<file path="src/rtl/csu_pkg.sv">
package csu_pkg;
  localparam int NumCh       = 2;
  localparam int BlockFrames = 192;
  localparam int WordW       = 32;
  localparam int WordsPerImg = BlockFrames / WordW;
  localparam int ChW         = (NumCh > 1) ? $clog2(NumCh) : 1;
  localparam int FrameW      = $clog2(BlockFrames);
  localparam int AddrW       = 8;
  localparam int EvtW        = 16;

  // event bit positions decoded by the interrupt logic next door
  localparam int EvtBlockEnd   = 3;
  localparam int EvtChangeBase = 8;
  localparam int EvtBlockStart = 11;

  // address map (byte offsets)
  localparam int StatBase = 'h30;
  localparam int UserBase = 'h48;
  localparam int ChStride = 'h30;

  typedef struct packed {
    logic              wrEn;
    logic [ChW-1:0]    wrChan;
    logic [FrameW-1:0] wrIdx;
    logic              commit;
  } capStrobe_t;
endpackage

</file>
<file path="src/rtl/csu_ctrl.sv">
module csu_ctrl
  import csu_pkg::*;
(
  input  logic           clk,
  input  logic           rstN,
  input  logic           subValid,
  input  logic [ChW-1:0] subChan,
  input  logic           subBlockStart,
  output capStrobe_t     strobe,
  output logic           startPulse
);
  localparam logic [FrameW-1:0] LastFrame = FrameW'(BlockFrames - 1);
  localparam logic [ChW-1:0]    LastChan  = ChW'(NumCh - 1);

  logic [FrameW-1:0] frameIdx;
  logic              armed;
  logic              commitQ;
  logic              isStart;
  logic              take;
  logic              lastCh;
  logic [FrameW-1:0] idxNow;

  always_comb begin
    isStart = subValid && subBlockStart && (subChan == '0);
    take    = subValid && (armed || isStart);
    lastCh  = (subChan == LastChan);
    idxNow  = isStart ? '0 : frameIdx;
  end

  always_ff @(posedge clk or negedge rstN) begin
    if (!rstN) begin
      frameIdx   <= '0;
      armed      <= 1'b0;
      commitQ    <= 1'b0;
      startPulse <= 1'b0;
    end else begin
      startPulse <= isStart;
      commitQ    <= take && lastCh && (idxNow == LastFrame);
      if (isStart) begin
        armed    <= 1'b1;
        frameIdx <= '0;
      end else if (take && lastCh) begin
        if (frameIdx == LastFrame) begin
          frameIdx <= '0;
          armed    <= 1'b0;
        end else begin
          frameIdx <= frameIdx + 1'b1;
        end
      end
    end
  end

  always_comb begin
    strobe.wrEn   = take;
    strobe.wrChan = subChan;
    strobe.wrIdx  = idxNow;
    strobe.commit = commitQ;
  end
endmodule

</file>
<file path="src/rtl/csu_datapath.sv">
module csu_datapath
  import csu_pkg::*;
(
  input  logic             clk,
  input  logic             rstN,
  input  capStrobe_t       strobe,
  input  logic             subC,
  input  logic             subU,
  input  logic [AddrW-1:0] rdAddr,
  output logic [WordW-1:0] rdData,
  output logic             endPulse,
  output logic [NumCh-1:0] chgPulse
);
  logic [NumCh-1:0][BlockFrames-1:0] shadowC, shadowU, visC, visU;

  always_ff @(posedge clk or negedge rstN) begin
    if (!rstN) begin
      shadowC  <= '0;
      shadowU  <= '0;
      visC     <= '0;
      visU     <= '0;
      endPulse <= 1'b0;
      chgPulse <= '0;
    end else begin
      endPulse <= strobe.commit;
      if (strobe.wrEn) begin
        shadowC[strobe.wrChan][strobe.wrIdx] <= subC;
        shadowU[strobe.wrChan][strobe.wrIdx] <= subU;
      end
      if (strobe.commit) begin
        visC <= shadowC;
        visU <= shadowU;
      end
      for (int ch = 0; ch < NumCh; ch++) begin
        chgPulse[ch] <= strobe.commit && (shadowC[ch] != visC[ch]);
      end
    end
  end

  // word-addressed read of the visible images
  always_comb begin
    rdData = '0;
    for (int ch = 0; ch < NumCh; ch++) begin
      for (int w = 0; w < WordsPerImg; w++) begin
        if (rdAddr == AddrW'(StatBase + ch * ChStride + w * 4))
          rdData = visC[ch][w*WordW +: WordW];
        if (rdAddr == AddrW'(UserBase + ch * ChStride + w * 4))
          rdData = visU[ch][w*WordW +: WordW];
      end
    end
  end
endmodule

</file>
<file path="src/rtl/chstat_capture.sv">
module chstat_capture
  import csu_pkg::*;
(
  input  logic             clk,
  input  logic             rstN,
  input  logic             subValid,
  input  logic [ChW-1:0]   subChan,
  input  logic             subC,
  input  logic             subU,
  input  logic             subBlockStart,
  input  logic [AddrW-1:0] rdAddr,
  output logic [WordW-1:0] rdData,
  output logic [EvtW-1:0]  irqEvents
);
  capStrobe_t       strobe;
  logic             startPulse;
  logic             endPulse;
  logic [NumCh-1:0] chgPulse;

  csu_ctrl u_ctrl (
    .clk           (clk),
    .rstN          (rstN),
    .subValid      (subValid),
    .subChan       (subChan),
    .subBlockStart (subBlockStart),
    .strobe        (strobe),
    .startPulse    (startPulse)
  );

  csu_datapath u_dp (
    .clk      (clk),
    .rstN     (rstN),
    .strobe   (strobe),
    .subC     (subC),
    .subU     (subU),
    .rdAddr   (rdAddr),
    .rdData   (rdData),
    .endPulse (endPulse),
    .chgPulse (chgPulse)
  );

  always_comb begin
    irqEvents = '0;
    irqEvents[EvtBlockEnd]   = endPulse;
    irqEvents[EvtBlockStart] = startPulse;
    for (int ch = 0; ch < NumCh; ch++) begin
      irqEvents[EvtChangeBase + ch] = chgPulse[ch];
    end
  end
endmodule

</file>
<file path="config.mk">
export PLATFORM = sky130hd
export DESIGN_NAME = chstat_capture
export DESIGN_NICKNAME = d
export VERILOG_FILES = /design/src/rtl/csu_pkg.sv /design/src/rtl/csu_ctrl.sv /design/src/rtl/csu_datapath.sv /design/src/rtl/chstat_capture.sv
export SDC_FILE = /design/constraint.sdc
export NUM_CORES = 2
export LEC_CHECK = 0
export ABC_AREA = 1
export BUFFER_PORTS_ARGS = -buffer_cell sky130_fd_sc_hd__buf_2
export CORE_ASPECT_RATIO = 1.4
export CORE_MARGIN = 4
export CORE_UTILIZATION = 55
export DETAILED_ROUTE_END_ITERATION = 7
export PLACE_DENSITY = 0.8
export SLEW_MARGIN = 20
export SYNTH_ARGS = -nofsm -noshare
export SYNTH_HDL_FRONTEND = slang
export SYNTH_HIERARCHICAL = 1
export SYNTH_SLANG_ARGS = --single-unit
</file>
<file path="constraint.sdc">
create_clock -name clk -period 3.3 [get_ports clk]
set_clock_uncertainty 0.2 [all_clocks]
set_input_delay 0.495 -clock clk [delete_from_list [all_inputs] [get_ports clk]]
set_output_delay 0.495 -clock clk [all_outputs]
set_load 0.005 [all_outputs]
</file>
==> Implementation_results.wiki <==
{| class="wikitable"
! Metric !! Value
|-
| Maximum count of clock buffers along a single path || 3
|-
| Worst setup path class || reg -> out
|-
| Max transition margin || about 33%
|-
| Ratio of cells with drive above 1 in the final layout || 20.7%
|-
| Delay of the slowest cell on the worst path || roughly 450 ps
|-
| Total via count after detailed routing || ~59000
|-
| Worst IR drop on VDD || about 0.51 mV
|-
| CTS root buffer || clkbuf_16
|-
| Most instantiated flip-flop cell in the synthesis netlist || dfrtp_1
|-
| Number of clock sinks || between 1500 and 2000
|-
| Floorplan Core Area || ~0.12 mm^2
|-
| Die Area || approximately 0.13 mm^2
|-
| Clock slew at the register clock pins of the worst setup and hold paths || ~60 ps
|-
| Top Layer Used || met5
|-
| Detailed Place HPWL || between 150000 and 200000 um
|-
| Leading cell types by total area after synthesis || dfrtp_1 56%, nand2_1 12%, o21ai_0 8.0%
|-
| TritonRoute pass-1 iters || 6
|-
| Total Routing Usage GR || 38.5%
|-
| Top-count cell post-synth || nand2_1
|-
| Async set-or-reset flop fraction in the synthesized netlist || 100%
|-
| Die span in y || 426 um
|-
| Insertion delay of the later-clocked pin in the worst-skew pair || ~800 ps
|-
| Post-route cell area || between 0.08 and 0.09 mm^2
|-
| Avg Inst Size Synth || roughly 9.2 um^2
|-
| PnR worst setup slack || -922 ps
|-
| Overall routed net length || 253000 um
|-
| Count of antenna-violating nets left after detailed routing || 0
|-
| Chain of cells forming the critical path || nand3_2 > nand3_2 > nor2_1 > nand4_1 > nand2_1 > nand4_1 > nor3_2 > nand4_1 > buf_4 > nor2_2 > nand4_1 > nor2_1 > nand4_1 > buf_2
|-
| GPL Wtd Cong || between 1 and 1.5
|-
| Violated checks || setup timing
|-
| Most used cell, CP || nand4_1
|-
| Placed cell areas || 0.0747 mm^2
|-
| Average via count per standard cell || a little over 6
|-
| Num CTS Buffers || 147
|-
| Flip-flop and latch count after synthesis || between 1500 and 2000
|-
| DRC violation count after routing || 0
|-
| Syn-to-layout area delta || 18.1%
|-
| Final period util || 128%
|-
| Standard cell with the maximum stage delay on the critical path || dfrtp_2
|-
| Number of warning messages in the yosys log || 6
|-
| Cell type with the largest total area after synthesis || dfrtp_1
|-
| HP Class || in -> reg
|-
| Hold Violations, Final || 0
|-
| Status || finished with violations
|-
| Post-synth EDFFs || 0
|-
| Fmax achieved || about 0.24 GHz
|-
| Starting utilization of the core area || 55.3%
|-
| Endpoint arrival time on the critical path || roughly 3500 ps
|-
| Most used standard cells in the synthesized netlist || 2222 x nand2_1, 1550 x dfrtp_1, 1093 x o21ai_0
|-
| Worst Tran Pin Value || just over 1000 ps
|-
| Number of different library cells in the post-synthesis netlist || 39
|-
| Global-route congestion overflow total || 0
|-
| Site row count || approximately 150
|-
| Largest net degree at the start of global routing || approximately 120
|-
| Sequential element share of the synthesized area || approximately 56%
|-
| Leakage || approximately 0.037 uW
|-
| Detailed route wirelength on metal2 || roughly 110000 um
|-
| Count of mapped cells out of synthesis || 7441
|-
| Final Setup Violations || 32
|-
| First-pass GRT wire length || 370000 um
|-
| Power density over the cells || between 500 and 600 mW/mm^2
|-
| Setup repair after global routing missed its margin || true
|-
| Share of the core filled with cells || roughly two thirds
|-
| Total routed wire length on the met1 layer || just under 90000 um
|-
| Fraction of post-synthesis cell area in the top cell type by area || 56.5%
|-
| Highest fanout seen on the critical path || 2
|-
| Number of levels the H-tree was split into || 4
|-
| Total count of max-transition violations in the final report || 0
|-
| Port Buf Inserts || 50
|-
| Fillcell total || about 9400
|-
| 1st-iter DRT viols || between 8000 and 9000
|-
| Initial antenna violation count || 9
|-
| Average wire per cell in the routed design || roughly 26 um
|-
| Worst EP required || between 2000 and 3000 ps
|-
| Crit path launch type || flop
|-
| Count of max-cap constraint violations || 0
|-
| Number of primary I/O pins || 63
|-
| Netlist area before placement || between 0.06 and 0.07 mm^2
|-
| Crit path capture type || output port
|-
| Post-layout minimum cycle time || roughly 4200 ps
|-
| Number of nets in the layout || between 7000 and 8000
|-
| Horizontal die dimension || 307 um
|-
| Total length of routed met3 wires || 26100 um
|-
| CTS tree || built
|-
| Vias in the first global route || 57400
|}
-- report_power, final --
group | internal (uW) | switching (uW)
sequential | 19500 | 476
clock | 10300 | 7590
combinational | 1080 | 2390
-- flip-flops by register name (all words and copies together), names as in the netlist --
register and count:
u_dp/shadowC 384, u_dp/visU 384, u_ctrl/armed 1, u_dp/chgPulse 2
u_ctrl/startPulse 1, u_dp/shadowU 384, u_dp/visC 384, u_dp/endPulse 1
u_ctrl/frameIdx 8, u_ctrl/commitQ 1
-- metrics by stage --
stage | setup TNS [ps] | power (uW) | instances | hold WS [ps] | worst slack (ps)
3_5_place_dp | -21430 | 23600 | 9315 | 247 | -837
5_1_grt | -19880 | 42500 | 9622 | 62.2 | -940
4_1_cts | -15700 | 41300 | 9612 | 7.63 | -843
6_report | -16860 | 41400 | 9627 | 33.2 | -922
3_3_place_gp | -19850 | 23500 | 9315 | 247 | -795
2_1_floorplan | 0 | 21600 | 7452 | -0.591 | 692
-- worst max-delay path: cells and delay by family (launching register included) --
family	cells	cell delay, ps
flip-flops	1	450
buffers and inverters	2	400
AND/OR/NAND/NOR	12	1890
-- routing by layer --
metal	vias to the layer above	global-route usage, %
li1	25200	-
met1	28800	47.2
met2	3780	58.8
met3	985	8.84
met4	6	30.8
met5	-	0
-- path summary, 6_finish.rpt --
check | from | end | slack (ps) | cells past startpoint
setup / recovery | u_dp/visC[50] | rdData[18] | -920 | 14
hold / removal | subC | u_dp/shadowC[321] | 30 | 3
setup reg to reg | u_dp/visC[39] | u_dp/chgPulse[0] | 120 | 9
hold reg to reg | u_dp/shadowU[142] | u_dp/shadowU[142] | 280 | 2
max in group asynchronous | rstN | u_dp/visU[142] | 1730 | 4
min in group asynchronous | rstN | u_dp/visC[203] | 40 | 2
-- layout by cell type (no fill, tap or decap), drive strengths merged, types with 2 or more instances in the layout --
cell type    netlist  final
nor3              26     26
or2               62     62
nand2           2227   2227
clkinvlp           0      5
xor2               2      2
xnor2            259    259
o41ai              2      2
nand3            131    131
o211ai             4      4
or4                2      2
conb               1     12
buf               98    638
nor4              31     31
nor2             538    539
o22ai              2      2
dfrtp           1550   1550
o2111ai           41     41
o221ai             5      5
inv              394    400
dlygate4sd3        0      6
a21oi              2      2
clkinv             2     26
bufinv             0     14
mux2             473    473
diode              0      5
clkbuf           269    216
nand4            224    224
o21ai           1093   1093
-- cells by family (layout without fill, tap and decap cells) --
group	Yosys count	count (layout)	share of synthesized area, %
other	1	17	0.00546
buffers and inverters	763	1305	4.42
and+or+nand+nor	3243	3244	19.4
xor gates and xnor gates	261	261	3.33
DFF	1550	1550	56.5
adders and majority gates	1	1	0.0182
muxes	473	473	7.75
AOI/OAI and AO/OA	1149	1149	8.65
-- layout make-up --
cell class	count	area (um^2)	share of cell area (%)
Clock buffer	216	4380	5.39
Inverter	396	1540	1.90
Multi-Input combinational cell	5140	27700	34.1
Tap cell	1627	2040	2.51
Sequential cell	1550	38800	47.8
Timing Repair Buffer	644	6000	7.40
Antenna cell	5	12.5	0.0154
Clock inverter	49	703	0.867
-- what timing repair did --
item,CTS,global route
pin swaps,60,86
buffers inserted,24,13
hold buffers,6,0
cloned,2,0
endpoints found under the hold margin,943,0
resized for setup,164,142
setup endpoints to repair,32,324
(Power assumes the default switching activity.)
